`config.mk`:
```
export PLATFORM = sky130hd
export DESIGN_NAME = sio_port_mux
export DESIGN_NICKNAME = d
export VERILOG_FILES = /design/src/rtl/sio_port_pkg.sv /design/src/rtl/sio_port_regs.sv /design/src/rtl/sio_port_pin.sv /design/src/rtl/sio_port_route.sv /design/src/rtl/sio_port_mux.sv
export SDC_FILE = /design/constraint.sdc
export NUM_CORES = 1
export LEC_CHECK = 0
export BUFFER_PORTS_ARGS = -buffer_cell sky130_fd_sc_hd__buf_2
export CAP_MARGIN = 0
export CELL_PAD_IN_SITES_DETAIL_PLACEMENT = 0
export CELL_PAD_IN_SITES_GLOBAL_PLACEMENT = 1
export CORE_MARGIN = 4
export CORE_UTILIZATION = 39
export DETAILED_ROUTE_END_ITERATION = 8
export GPL_ROUTABILITY_DRIVEN = 0
export PLACE_DENSITY_LB_ADDON = 0.2
export SYNTH_ARGS = -nofsm -noshare
export SYNTH_HDL_FRONTEND = slang
export SYNTH_SLANG_ARGS = --single-unit
export TNS_END_PERCENT = 10
```
`constraint.sdc`:
```
create_clock -name clk -period 2.2 [get_ports clk]
set_clock_uncertainty 0.05 [all_clocks]
set_input_delay 0.22 -clock clk [delete_from_list [all_inputs] [get_ports clk]]
set_output_delay 0.22 -clock clk [all_outputs]
set_load 0.1 [all_outputs]
```
`src/rtl/sio_port_pkg.sv`:
```
package sio_port_pkg;
   typedef enum logic [1:0] {
      REG_LATCH = 2'd0,
      REG_DIR   = 2'd1,
      REG_FUNC  = 2'd2,
      REG_ALT   = 2'd3
   } sio_reg_e;
endpackage

```
`src/rtl/sio_port_regs.sv`:
```
module sio_port_regs
   import sio_port_pkg::*;
#(
   parameter int PORT_W = 6
) (
   input  logic              clk,
   input  logic              rst_n,
   input  logic              wr_en,
   input  logic [1:0]        addr,
   input  logic [PORT_W-1:0] wdata,
   output logic [PORT_W-1:0] lat_q,
   output logic [PORT_W-1:0] dir_q,
   output logic [PORT_W-1:0] fn_q,
   output logic              alt_q
);
   always_ff @(posedge clk or negedge rst_n) begin
      if (!rst_n) begin
         lat_q <= '1;
         dir_q <= '0;
         fn_q  <= '0;
         alt_q <= 1'b0;
      end else if (wr_en) begin
         case (sio_reg_e'(addr))
            REG_LATCH: lat_q <= wdata;
            REG_DIR:   dir_q <= wdata;
            REG_FUNC:  fn_q  <= wdata;
            REG_ALT:   alt_q <= wdata[0];
            default:   ;
         endcase
      end
   end
endmodule

```
`src/rtl/sio_port_pin.sv`:
```
module sio_port_pin #(
   parameter bit HAS_CLK = 1'b0
) (
   input  logic dir,
   input  logic fn,
   input  logic lat,
   input  logic pad_in,
   input  logic clk_src,
   output logic pad_out,
   output logic pad_oe,
   output logic rd_bit
);
   logic use_clk;
   always_comb begin
      use_clk = HAS_CLK && fn;
      pad_out = use_clk ? (clk_src ^ lat) : lat;
      pad_oe  = dir;
      rd_bit  = dir ? lat : pad_in;
   end
endmodule

```
`src/rtl/sio_port_route.sv`:
```
module sio_port_route (
   input  logic       rx0_pin,
   input  logic       rx1_pin,
   input  logic       ck0_pin,
   input  logic       ck1_pin,
   input  logic       alt_rx0,
   input  logic       alt_sel,
   input  logic [3:0] inv,      // {ck1, ck0, rx1, rx0} polarity bits
   output logic [1:0] rx,
   output logic [1:0] cts,
   output logic [1:0] sclk_in
);
   logic rx0_src;
   always_comb begin
      rx0_src    = alt_sel ? alt_rx0 : rx0_pin;
      rx[0]      = rx0_src ^ inv[0];
      rx[1]      = rx1_pin ^ inv[1];
      cts[0]     = ck0_pin ^ inv[2];
      cts[1]     = ck1_pin ^ inv[3];
      sclk_in    = cts;
   end
endmodule

```
`src/rtl/sio_port_mux.sv`:
```
module sio_port_mux
   import sio_port_pkg::*;
#(
   parameter int PORT_W  = 6,
   parameter int RX0_BIT = 1,
   parameter int RX1_BIT = 4,
   parameter int CK0_BIT = 2,
   parameter int CK1_BIT = 5
) (
   input  logic              clk,
   input  logic              rst_n,
   input  logic              wr_en,
   input  logic [1:0]        addr,
   input  logic [PORT_W-1:0] wdata,
   output logic [PORT_W-1:0] rdata,
   input  logic [PORT_W-1:0] pin_in,
   output logic [PORT_W-1:0] pin_out,
   output logic [PORT_W-1:0] pin_oe,
   input  logic              alt_rx0_i,
   input  logic [1:0]        sclk_out,
   output logic [1:0]        ch_rx,
   output logic [1:0]        ch_cts,
   output logic [1:0]        ch_sclk_in
);
   if (PORT_W < 2) begin : g_bad_width
      $error("sio_port_mux: PORT_W must be at least 2");
   end
   if (RX0_BIT >= PORT_W || RX1_BIT >= PORT_W || CK0_BIT >= PORT_W || CK1_BIT >= PORT_W) begin : g_bad_bit
      $error("sio_port_mux: serial pin index outside the port");
   end
   if (CK0_BIT == CK1_BIT || RX0_BIT == RX1_BIT) begin : g_bad_share
      $error("sio_port_mux: two channels mapped to one pin");
   end

   logic [PORT_W-1:0] lat_q, dir_q, fn_q, rd_vec;
   logic              alt_q;

   sio_port_regs #(.PORT_W(PORT_W)) u_regs (
      .clk   (clk),
      .rst_n (rst_n),
      .wr_en (wr_en),
      .addr  (addr),
      .wdata (wdata),
      .lat_q (lat_q),
      .dir_q (dir_q),
      .fn_q  (fn_q),
      .alt_q (alt_q)
   );

   for (genvar i = 0; i < PORT_W; i++) begin : g_pin
      localparam bit IS_CK  = (i == CK0_BIT) || (i == CK1_BIT);
      localparam int CK_CH  = (i == CK1_BIT) ? 1 : 0;
      sio_port_pin #(.HAS_CLK(IS_CK)) u_pin (
         .dir     (dir_q[i]),
         .fn      (fn_q[i]),
         .lat     (lat_q[i]),
         .pad_in  (pin_in[i]),
         .clk_src (sclk_out[CK_CH]),
         .pad_out (pin_out[i]),
         .pad_oe  (pin_oe[i]),
         .rd_bit  (rd_vec[i])
      );
   end

   sio_port_route u_route (
      .rx0_pin (pin_in[RX0_BIT]),
      .rx1_pin (pin_in[RX1_BIT]),
      .ck0_pin (pin_in[CK0_BIT]),
      .ck1_pin (pin_in[CK1_BIT]),
      .alt_rx0 (alt_rx0_i),
      .alt_sel (alt_q),
      .inv     ({lat_q[CK1_BIT], lat_q[CK0_BIT], lat_q[RX1_BIT], lat_q[RX0_BIT]}),
      .rx      (ch_rx),
      .cts     (ch_cts),
      .sclk_in (ch_sclk_in)
   );

   always_comb begin
      case (sio_reg_e'(addr))
         REG_LATCH: rdata = rd_vec;
         REG_DIR:   rdata = dir_q;
         REG_FUNC:  rdata = fn_q;
         default:   rdata = {{(PORT_W-1){1'b0}}, alt_q};
      endcase
   end
endmodule

```
==> impl_metrics.toml <==
[timing]
fin_crit_sh_pct = 82.5
slew_violations = 0
slew_headroom_pct = 67.4
setup_violations = 0
fmax_ghz = 0.551
fin_crit_ns = 1.82
whs_ns = 0.136
hold_viol_final = 0
worstMarginPinSlew_ns = 0.493
rsz0062_at_grt = "no"

[critical_path]
cp-start-kind = "flip-flop"
reg2reg_slack_ns = 1.34
cp.arrival_ns = 1.55
path_class = "flip-flop to output port"
timing.rr.end = "u_regs.dir_q[2]$_DFFE_PN0P_"
rr_startpoint = "u_regs.dir_q[2]$_DFFE_PN0P_"
cp_max_fo = 3
r2r_cells = 1
required_ns = 1.93
endpoint_kind = "output port"

[placement]
buffer_ports.inserted = 43
dp_hpwl_um = 1690
post_dp_cell_area_um2 = 1220
place_inst = 150

[layout]
nets = 146
n_fill_cell = 249
area_delta_synth_final_pct = 14.9
drive_gt1_share_pct = 58.4
final_area_um2 = 1260
diodes = 0
fin_cells = 155

[power]
leakage_nw = 0.570
power_density_nw_per_um2 = 1310
p_total_mw = 1.65
ir_drop_v = 0.000650

[routing]
drtPass1Iterations = 3
viasPerCell = 5.13
wirelength_um = 2200
routedWlPerCell_um = 14.2
initialDrtViolationCount = 16
remaining_drc_errors = 0
ant_nets = 0
num_vias = 795

[grt]
overflow = 0
grt_util_all_layers_pct = 12.5
grt_pass1_vias = 757
grt_antenna_before_repair = 0
grt_pass1_wl_um = 3460
grt_max_degree = 20

[floorplan]
rows = 18
initial_core_util_pct = 42.4
die-height_um = 61.0
die_area_um2 = 3730
core_um2 = 2590
num_io_pins = 44
dieWidth_um = 61.0

[logic_synthesis]
synth_cells = 94
synth.area.top_cells = "dfrtp_1 (30%), mux2_2 (19%), dfstp_2 (14%)"
yosysTopAreaCell = "dfrtp_1"
syn_area_per_cell_um2 = 11.7
synth-seq-cells = 19
synth.yosys.warnings = 0
synth.cell_area_um2 = 1100
ys_types = 21
synth.net_count = 114
yosysTopAreaCellShare_pct = 29.6
ys_seq_area_share_pct = 44.0

[clock_network]
clkLatencyLatePin_ns = 0.28
clk_path_buf_depth = 2
cts_max_level = 1
path_clk_slew_ns = 0.10
cts.sinks = 19
ctsResizeCount = 0
root_buffer = "clkbuf_4"
cts_buffers = 3
post_cts_buffers = 0
cts_tree = "yes"
cts_hold_buf = 1

[job]
maxCapViolations = 0

[min_path]
holdPathEnd = "u_regs.fn_q[5]$_DFFE_PN0P_"
hold_start = "wdata[5]"
min_path_type = "primary input to flip-flop"
min_path_cells = 2

[run_status]
status = "finished clean"
==> worst max-delay path: stages (launching register included) <==
cell and delay, ns:
dfstp_2 0.55, o21a_1 0.10, o21ai_0 0.06, o21ai_1 0.10
buf_2 0.44
==> final cells by class <==
class,count,area (µm²),area share [%]
Clock buffer,4,26.3,2.08
Tap cell,30,37.5,2.98
Inverter,1,3.75,0.298
Timing Repair Buffer,44,225,17.9
Sequential cell,19,483,38.3
Multi-Input combinational cell,57,485,38.5
==> cell families after synthesis <==
group | share of synthesized area (%)
AO/OA/AOI/OAI | 9.58
AND/OR/NAND/NOR | 8.55
multiplexers | 21.3
buffers and inverters | 11.7
XOR/XNOR | 4.79
flip-flops | 44.0
==> how the worst max path moves through the flow <==
stage | startpoint | to | slack, ns | cells after the start
2_1_floorplan | u_regs.lat_q[2]$_DFFE_PN1P_ | ch_sclk_in[0] | -0.59 | 2
3_3_place_gp | addr[1] | rdata[3] | 0.58 | 5
3_5_place_dp | addr[1] | rdata[0] | 0.55 | 5
4_1_cts | u_regs.lat_q[0]$_DFFE_PN1P_ | rdata[0] | 0.37 | 4
5_1_grt | u_regs.dir_q[3]$_DFFE_PN0P_ | rdata[3] | 0.26 | 4
6_report | u_regs.lat_q[0]$_DFFE_PN1P_ | rdata[0] | 0.38 | 4
==> routing by layer <==
metal	GRT usage [%]	vias up	routed length, µm
met4	5.57	0	19
met3	2.52	2	149
li1	-	387	-
met1	15.4	382	938
met5	0	-	0
met2	21.1	24	1100
==> cells in the final DEF, fill, tap and decap left out <==
master,n
nand3_2,1
mux2_2,19
a21oi_1,5
mux2i_1,2
dlygate4sd3_1,1
nand3_1,1
nor3b_4,1
clkbuf_4,3
xnor2_1,3
dfrtp_1,13
nor3b_1,6
o21ai_0,1
o21a_1,1
nand2_1,2
dfstp_2,6
clkbuf_1,1
o211ai_1,5
nand3b_1,1
buf_2,43
o21ai_1,6
xor2_1,3
inv_1,1
==> registers in the layout, indices dropped and copies added (netlist names) <==
register      count
u_regs.lat_q      6
u_regs.fn_q       6
u_regs.dir_q      6
u_regs.alt_q      1
==> power breakdown <==
part | switching [mW] | internal [mW]
clock network | 0.101 | 0.0704
logic | 0.817 | 0.170
registers | 0.0573 | 0.432
total | 0.975 | 0.672
==> stage by stage <==
stage / worst slack (ns) / util, % / setup TNS (ns)
final: 0.384 / 48.7 / 0
after global routing: 0.263 / 48.7 / 0
after CTS: 0.368 / 48.7 / 0
after detailed placement: 0.554 / 47.3 / 0
after global placement: 0.579 / 47.3 / 0
after floorplan: -0.586 / - / -1.68
==> Yosys cell counts, drive strengths merged <==
| master | instances |
|---|---|
| xnor2 | 3 |
| mux2 | 19 |
| o21ai | 7 |
| inv | 1 |
| dfstp | 6 |
| nand3b | 1 |
| o21a | 1 |
| dfrtp | 13 |
| nor3b | 7 |
| nand3 | 2 |
| buf | 16 |
| xor2 | 3 |
| clkbuf | 1 |
| mux2i | 2 |
| nand2 | 2 |
| o211ai | 5 |
| a21oi | 5 |
Note: power is estimated with default switching activity, not from simulation.
